--- config.mk ---
export PLATFORM = sky130hd
export DESIGN_NAME = hadr_tx_seq
export DESIGN_NICKNAME = d
export VERILOG_FILES = /design/src/rtl/hadr_pkg.sv /design/src/rtl/hadr_src_sel.sv /design/src/rtl/hadr_fsm.sv /design/src/rtl/hadr_tx_seq.sv
export SDC_FILE = /design/constraint.sdc
export NUM_CORES = 1
export LEC_CHECK = 0
export CAP_MARGIN = 15
export CORE_ASPECT_RATIO = 2
export CORE_UTILIZATION = 33
export DETAILED_ROUTE_END_ITERATION = 8
export GPL_TIMING_DRIVEN = 0
export PLACE_DENSITY_LB_ADDON = 0.15
export SLEW_MARGIN = 20
export SYNTH_ARGS = -nofsm -noshare
export SYNTH_HDL_FRONTEND = slang
export SYNTH_SLANG_ARGS = --single-unit
--- constraint.sdc ---
create_clock -name clk -period 5.3 [get_ports clk]
set_input_delay 1.325 -clock clk [delete_from_list [all_inputs] [get_ports clk]]
set_output_delay 1.325 -clock clk [all_outputs]
set_load 0.05 [all_outputs]
--- src/rtl/hadr_pkg.sv ---
package hadr_pkg;
  typedef enum logic [1:0] {
    HM_7BIT  = 2'd0,
    HM_10BIT = 2'd1,
    HM_MULTI = 2'd2,
    HM_RSVD  = 2'd3
  } hmode_e;

  typedef enum logic [1:0] {
    ST_IDLE = 2'd0,
    ST_WTXB = 2'd1,
    ST_AHI  = 2'd2,
    ST_ALO  = 2'd3
  } hstate_e;
endpackage

--- src/rtl/hadr_src_sel.sv ---
module hadr_src_sel #(
  parameter int W = 8
) (
  input  logic         use_txb_i,
  input  logic         sel_lo_i,
  input  logic [W-1:0] abuf0_i,
  input  logic [W-1:0] abuf1_i,
  input  logic [W-1:0] txb_i,
  output logic [W-1:0] byte_o
);
  always_comb begin
    if (use_txb_i)     byte_o = txb_i;
    else if (sel_lo_i) byte_o = abuf0_i;
    else               byte_o = abuf1_i;
  end
endmodule

--- src/rtl/hadr_fsm.sv ---
module hadr_fsm
  import hadr_pkg::*;
(
  input  logic       clk,
  input  logic       rst_n,
  input  logic       start_i,
  input  logic [1:0] mode_i,
  input  logic       buf_off_i,
  input  logic       txb_full_i,
  input  logic       ack_valid_i,
  input  logic       ack_nack_i,
  output logic       load_o,
  output logic       sel_lo_o,
  output logic       use_txb_o,
  output logic       done_o,
  output logic       nack_o,
  output logic       busy_o
);
  hstate_e st_q, st_d;
  logic    is10_q, is10_d;
  logic    off_q, off_d;
  logic    lo_q, lo_d;

  always_comb begin
    st_d      = st_q;
    is10_d    = is10_q;
    off_d     = off_q;
    lo_d      = lo_q;
    load_o    = 1'b0;
    sel_lo_o  = 1'b0;
    use_txb_o = 1'b0;
    done_o    = 1'b0;
    nack_o    = 1'b0;
    case (st_q)
      ST_IDLE: begin
        if (start_i) begin
          is10_d    = (hmode_e'(mode_i) == HM_10BIT);
          off_d     = buf_off_i;
          lo_d      = 1'b0;
          use_txb_o = buf_off_i;
          if (buf_off_i && !txb_full_i) begin
            st_d = ST_WTXB;
          end else begin
            load_o = 1'b1;
            st_d   = ST_AHI;
          end
        end
      end
      ST_WTXB: begin
        use_txb_o = 1'b1;
        sel_lo_o  = lo_q;
        if (txb_full_i) begin
          load_o = 1'b1;
          st_d   = lo_q ? ST_ALO : ST_AHI;
        end
      end
      ST_AHI: begin
        if (ack_valid_i) begin
          if (ack_nack_i) begin
            nack_o = 1'b1;
            st_d   = ST_IDLE;
          end else if (is10_q) begin
            sel_lo_o  = 1'b1;
            use_txb_o = off_q;
            lo_d      = 1'b1;
            if (off_q && !txb_full_i) begin
              st_d = ST_WTXB;
            end else begin
              load_o = 1'b1;
              st_d   = ST_ALO;
            end
          end else begin
            done_o = 1'b1;
            st_d   = ST_IDLE;
          end
        end
      end
      ST_ALO: begin
        if (ack_valid_i) begin
          nack_o = ack_nack_i;
          done_o = !ack_nack_i;
          st_d   = ST_IDLE;
        end
      end
      default: st_d = ST_IDLE;
    endcase
  end

  always_ff @(posedge clk or negedge rst_n) begin
    if (!rst_n) begin
      st_q   <= ST_IDLE;
      is10_q <= 1'b0;
      off_q  <= 1'b0;
      lo_q   <= 1'b0;
    end else begin
      st_q   <= st_d;
      is10_q <= is10_d;
      off_q  <= off_d;
      lo_q   <= lo_d;
    end
  end

  assign busy_o = (st_q != ST_IDLE);

  // a start pulse mid-sequence never aborts the sequence
  assert_start_ignored_R10: assert property (@(posedge clk) disable iff (!rst_n)
    (st_q != ST_IDLE && start_i && !ack_valid_i) |=> (st_q != ST_IDLE));

  // waiting on an empty transmit buffer keeps waiting
  assert_wait_holds_R4: assert property (@(posedge clk) disable iff (!rst_n)
    (st_q == ST_WTXB && !txb_full_i) |=> (st_q == ST_WTXB));
endmodule

--- src/rtl/hadr_tx_seq.sv ---
module hadr_tx_seq
  import hadr_pkg::*;
#(
  parameter int W = 8
) (
  input  logic         clk,
  input  logic         rst_n,
  input  logic         start_i,
  input  logic [1:0]   mode_i,
  input  logic         buf_off_i,
  input  logic [W-1:0] abuf0_i,
  input  logic [W-1:0] abuf1_i,
  input  logic [W-1:0] txb_data_i,
  input  logic         txb_full_i,
  input  logic         ack_valid_i,
  input  logic         ack_nack_i,
  output logic         shift_load_o,
  output logic [W-1:0] shift_byte_o,
  output logic         txb_take_o,
  output logic         done_o,
  output logic         nack_o,
  output logic         busy_o
);
  logic         load_c, sel_lo_c, use_txb_c, done_c, nack_c;
  logic [W-1:0] byte_c;
  logic         load_q, take_q, done_q, nack_q;
  logic [W-1:0] byte_q;

  hadr_fsm u_fsm (
    .clk        (clk),
    .rst_n      (rst_n),
    .start_i    (start_i),
    .mode_i     (mode_i),
    .buf_off_i  (buf_off_i),
    .txb_full_i (txb_full_i),
    .ack_valid_i(ack_valid_i),
    .ack_nack_i (ack_nack_i),
    .load_o     (load_c),
    .sel_lo_o   (sel_lo_c),
    .use_txb_o  (use_txb_c),
    .done_o     (done_c),
    .nack_o     (nack_c),
    .busy_o     (busy_o)
  );

  hadr_src_sel #(.W(W)) u_sel (
    .use_txb_i(use_txb_c),
    .sel_lo_i (sel_lo_c),
    .abuf0_i  (abuf0_i),
    .abuf1_i  (abuf1_i),
    .txb_i    (txb_data_i),
    .byte_o   (byte_c)
  );

  always_ff @(posedge clk or negedge rst_n) begin
    if (!rst_n) begin
      load_q <= 1'b0;
      take_q <= 1'b0;
      done_q <= 1'b0;
      nack_q <= 1'b0;
    end else begin
      load_q <= load_c;
      take_q <= load_c && use_txb_c;
      done_q <= done_c;
      nack_q <= nack_c;
    end
  end

  always_ff @(posedge clk or negedge rst_n) begin
    if (!rst_n)      byte_q <= '0;
    else if (load_c) byte_q <= byte_c;
  end

  assign shift_load_o = load_q;
  assign shift_byte_o = byte_q;
  assign txb_take_o   = take_q;
  assign done_o       = done_q;
  assign nack_o       = nack_q;

  // a buffer take always comes with a shift load
  assert_take_needs_load_R3: assert property (@(posedge clk) disable iff (!rst_n)
    txb_take_o |-> shift_load_o);

  // nack strobe follows a reported NACK
  assert_nack_follows_R8: assert property (@(posedge clk) disable iff (!rst_n)
    nack_o |-> $past(ack_valid_i && ack_nack_i));

  // done strobe follows a reported ACK and ends the sequence
  assert_done_follows_R9: assert property (@(posedge clk) disable iff (!rst_n)
    done_o |-> ($past(ack_valid_i && !ack_nack_i) && !busy_o));

  // a load is only ever issued inside an active sequence
  assert_load_busy_R10: assert property (@(posedge clk) disable iff (!rst_n)
    shift_load_o |-> busy_o);
endmodule

Word level (Yosys, flattened, before mapping)
Index checks and enable logic that the tools add are counted.
Operators by class
  equal/unequal tests: 10
  multiplexer cells: 43
  reductions and logical operators: 11
Operators with widths (count)
  two-way mux 1 bit: 26
  two-way mux 2 bit: 8
  two-way mux 8 bit: 2
  inequality test 2 bit (second input constant): 5
  case mux 1 bit (2 select lines): 4
  case mux 2 bit (4 select lines): 1
  case mux 1 bit (3 select lines): 2
  AND reduction 5 bit: 1
  equality test 2 x 1 -> 1 bit (second input constant): 2
  equality test 2 bit (second input constant): 2
  AND reduction 4 bit: 1
  nonzero test 2 bit: 2
  logical AND 1 bit: 3
  zero test 1 bit: 2
  zero test 2 bit: 1
  inequality test 2 x 1 -> 1 bit (second input constant): 1
  AND reduction 2 bit: 1
Word-level totals
  register bits after elaboration: 17
  input port bits: 33
  output and inout port bits: 13

Logic depth before layout (Yosys ltp)
Gate-level depths: netlist of the first run.
  word-level depth: 8
  gate-level depth with buffers: 8
  gate-level depth less buffers: 6

By module
A second synthesis of the first run with hierarchy kept.
Second synthesis, totals
  cell total of the unflattened synthesis: 95
  area total of the unflattened synthesis: 1033.5 µm²
By module, submodules not included
  hadr_tx_seq: times used 1, cells an instance 22, area an instance 439.2 µm²
  hadr_fsm: times used 1, cells an instance 47, area an instance 421.7 µm²
  hadr_src_sel: times used 1, cells an instance 26, area an instance 172.7 µm²

Least setup slack after synthesis of the first run
Ideal clock, no wire load.
  kind: input -> register
  start point: input start_i
  end point: register byte_q[0] (netlist: shift_byte_o[0])
  arrival: 2509 ps
  data required time: 5171 ps
  slack: 2662 ps
  cell stages on the path: 6
  cells stage by stage: and2_1 -> clkbuf_1 -> a222oi_1 -> or2_1 -> buf_6 -> o31ai_1
Between the ends
  word-level cells in the longest chain between the ends: 3
  elaborated cells on any way between the ends: 5
RTL lines
  from (decl): RTL line hadr_tx_seq.sv:8  | input logic start_i,
  two-way mux 1 bit: RTL line hadr_fsm.sv:36  | if (start_i) begin
  case mux 1 bit (3 select lines): RTL line hadr_fsm.sv:34  | case (st_q)
  two-way mux 8 bit: RTL line hadr_src_sel.sv:12  | if (use_txb_i) byte_o = txb_i;
  to (signal assigned): RTL line hadr_tx_seq.sv:71  | else if (load_c) byte_q <= byte_c;
  to (decl): RTL line hadr_tx_seq.sv:27  | logic [W-1:0] byte_q;
Several ways; a longest one is shown, not always the timed one.
A chain may end at the register's enable or synchronous reset.

Worst setup path after layout of the first run
  start point: register u_fsm.st_q[0]
  end point: output busy_o
Between the ends
  word-level cells in the longest chain between the ends: 1
RTL lines
  from (decl): RTL line hadr_fsm.sv:19  | hstate_e st_q, st_d;
  from (signal assigned): RTL line hadr_fsm.sv:96  | st_q <= st_d;
  nonzero test 2 bit: RTL line hadr_fsm.sv:103  | assign busy_o = (st_q != ST_IDLE);
  to (decl): RTL line hadr_tx_seq.sv:22  | output logic busy_o
Every way passes these cells.

==> run_results.csv, run 1 <==
group,metric,value,unit
clock_tree,cts_buffers,3,
synthesis,ys_warn_count,0,
setup_path,cp_slowest_cell,"clkdlybuf4s50_1",
floorplan,start_util,35.3,%
sta,period_share,60.4,%
sta,fmax,312,MHz
setup_path,slowest_delay,790,ps
grt,grt_max_degree,18,
detailed_routing,drt_wl_total,3100,um
synthesis,syn_inst,118,
clock_tree,ctsResizeCount,0,
layout,drive_gt1_share,5.36,%
synthesis,synth-adder-area-share,5.96,%
floorplan,io_pins,46,
synthesis,syn_nets,156,
setup_path,crit_required,3970,ps
layout,num-nets-final,207,
detailed_routing,first_pass_iters,4,
synthesis,synthArstFlopShare,100,%
clock_tree,postCtsSetupRepairBufs,0,
synthesis,ys_ff_latch,17,
flow_run,max_cap_viol_count,0,
setup_path,critPathMaxFanout,4,
detailed_routing,vias_per_cell,5.60,
synthesis,synth_top_area_share,40.5,%
sta,rsz0062_at_grt,"no",
detailed_routing,drc,0,
synthesis,synth_area,0.00105,mm^2
clock_tree,htreeDepth,1,
clock_tree,holdBufCountCts,0,
synthesis,synth_most_common_cell,"dfrtp_1",
layout,stdcell_area,0.00159,mm^2
power_and_ir_drop,internal_power,452,uW
clock_tree,clkTransAtPathRegs,80,ps
detailed_routing,drt_iter0_drc,21,
synthesis,synthTopCellsByArea,"dfrtp_1, a221oi_1, o31ai_1",
grt,antenna_found_initial,0,
grt,grt_pass1_vias,1039,
sta,hold-worst-slack,507,ps
synthesis,synth_compound_area_share,30.2,%
setup_path,r2r_slack,2970,ps
sta,finalSetupViolations,0,
floorplan,rows,28,
sta,worst_pin_slew,815,ps
placement,place_area,0.00154,mm^2
clock_tree,cts_tree,"yes",
sta,skew,10.4,ps
power_and_ir_drop,switching_share,49.8,%
clock_tree,clockBufferDepth,2,
synthesis,yosysUniqueCellTypes,26,
setup_path,arrival,1880,ps
setup_path,critPathBufInv,3,
outcome,outcome,"finished, final reports clean",
grt,groute.usage.overall,18.4,%
detailed_routing,ant_nets,0,
setup_path,crit_top_cell,"inv_1",
clock_tree,clock-root-buffer,"clkbuf_8",
setup_path,crit_chain,"inv_1 > ha_1 > inv_1 > clkdlybuf4s50_1",
power_and_ir_drop,clockPowerShare,11.2,%
power_and_ir_drop,seqPwrFrac,24.6,%
layout,final_util,53.3,%
setup_path,cp-start-kind,"flop",
synthesis,seq_area_frac_synth,40.5,%
detailed_routing,num_vias,1109,
layout,area_growth,51.3,%
placement,gp_congestion,0.720,
synthesis,synth_edf_count,0,
synthesis,synth.area.mux_share,1.07,%
floorplan,die_w,41.9,um
worst_hold_path,hold_path.class,"flop to flop",
power_and_ir_drop,p_leak,0.636,nW
setup_path,critPathTopFamily,"buffers and inverters",
setup_path,endpoint_kind,"primary output",
synthesis,yosys.area.top_type,"dfrtp_1",
setup_path,critPathKind,"flop to primary output",
power_and_ir_drop,power_density,567,mW/mm^2
detailed_routing,wl_per_cell,15.6,um
floorplan,die-area,0.00342,mm^2
floorplan,die_y,81.8,um
power_and_ir_drop,power.switching,448,uW
synthesis,synth_flop_cell,"dfrtp_1",
floorplan,core_area,0.00298,mm^2
sta,relSlewSlack,45.5,%
synthesis,synth_top_family_by_area,"compound AO/OA/AOI/OAI gates",
power_and_ir_drop,ir_worst_vdd,0.369,mV
synthesis,synth.avg_cell_area,8.90,um^2
synthesis,yosys.area_share.simple,16.6,%
clock_tree,worstSkewPairLatency,260,ps
sta,setup_tns,0,ps
clock_tree,cts_sinks,17,
grt,grt_overflow,0,
synthesis,synth-xor-area-share,0,%
sta,drv_slew,0,
placement,port_buffers,45,
grt,grt_pass1_wl,4750,um
placement,dp_hpwl,2320,um
power_and_ir_drop,comb_power_share,64.2,%
synthesis,synthTopCellsByCount,"dfrtp_1, nand2_1, a21oi_1, nor2_1, o21ai_0",
layout,diodes,0,
sta,hold_viol,0,
sta,min_period,3200,ps
## cells in the final DEF (no fill, tap or decap), drive strengths merged, types with 2 or more instances in the layout
master / count
inv: 8
buf: 3
o31ai: 9
nand2: 13
nand2b: 3
dfrtp: 17
ha: 5
a221oi: 9
clkbuf: 8
o21ai: 11
a21oi: 11
nor3b: 2
nand3b: 2
clkdlybuf4s50: 45
o21a: 2
nor2: 11
## per-stage QoR
step | total power [mW] | setup slack [ps] | cells
after floorplan | 0.611 | 2660 | 118
after global placement | 0.787 | 1630 | 193
after detailed placement | 0.796 | 1630 | 193
after CTS | 0.898 | 1880 | 197
after global routing | 0.958 | 2040 | 198
final | 0.900 | 2100 | 198
## cell families (layout without fill, tap and decap cells)
| logic type | after synthesis | in the layout |
|---|---|---|
| AND/OR/NAND/NOR | 35 | 35 |
| buffers and inverters | 14 | 64 |
| multiplexers | 1 | 1 |
| flip-flops | 17 | 17 |
| AO/OA/AOI/OAI | 46 | 46 |
| adder cells (fa/ha/maj) | 5 | 5 |
## state kept, by name, indices dropped and copies added, names as in the netlist
signal and count:
nack_o 1, u_fsm.st_q 2, txb_take_o 1, shift_load_o 1, u_fsm.lo_q 1, done_o 1
u_fsm.is10_q 1, u_fsm.off_q 1, shift_byte_o 8
## path summary, 6_finish.rpt
kind                                  from         endpoint  cells past startpoint
max                          u_fsm.st_q[0]           busy_o                      4
min                        shift_byte_o[4]  shift_byte_o[4]                      2
max reg2reg                  u_fsm.st_q[0]  shift_byte_o[2]                      8
min reg2reg                shift_byte_o[4]  shift_byte_o[4]                      2
max in group asynchronous            rst_n       u_fsm.lo_q                      1
min in group asynchronous            rst_n      u_fsm.off_q                      1
## power groups by stage
stage	Combinational, mW	Sequential, mW	Clock [mW]
after floorplan	0.261	0.350	0
after global placement	0.565	0.221	0
after detailed placement	0.573	0.224	0
after CTS	0.576	0.221	0.101
after global routing	0.621	0.228	0.109
final	0.578	0.221	0.101
## tightest hold or removal path: stages, from the launching register on
cell     delay, ps
dfrtp_1        340
o21ai_0         80
o31ai_1         60
## metal layers
metal	up-vias	share of wire, %	routed length (um)	GRT usage [%]
li1	534	-	-	-
met1	534	38	1170	18.0
met2	37	56	1730	36.1
met3	4	4.6	141	3.52
met4	0	1.7	54	8.39
met5	-	0	0	0
## layout make-up
type,count,area (um^2)
buffer,6,30.0
clock buffer,4,45.0
multi-input combinational,87,564
timing repair buffer,46,455
tap,30,37.5
inverter,8,30.0
sequential,17,425
fill,284,1390
Note: power is estimated with default switching activity, not from simulation.
==> run 2: changes to the inputs <==
Clock period 5.3 ns to 3.3 ns, I/O delays scaled along.
==> results of run 2 <==
The final DEF is identical to that of run 1. Status: finished, final reports clean.
Main changes from that run: setup slack after placement 1630 ps -> 134 ps; setup slack after layout 2100 ps -> 596 ps; register-to-register setup slack 2970 ps -> 970 ps; total power 0.900 mW -> 1.45 mW; worst IR drop on VDD 0.369 mV -> 0.592 mV
==> run 3: changes to the inputs <==
Clock period 3.3 ns to 2.8 ns, I/O delays scaled along.
==> results of run 3 <==
The final DEF is identical to that of run 1. Status: finished, final reports clean.
Main changes from that run: setup slack after placement 1630 ps -> -241 ps; setup slack after layout 2100 ps -> 221 ps; register-to-register setup slack 2970 ps -> 470 ps; total power 0.900 mW -> 1.70 mW; worst IR drop on VDD 0.369 mV -> 0.698 mV
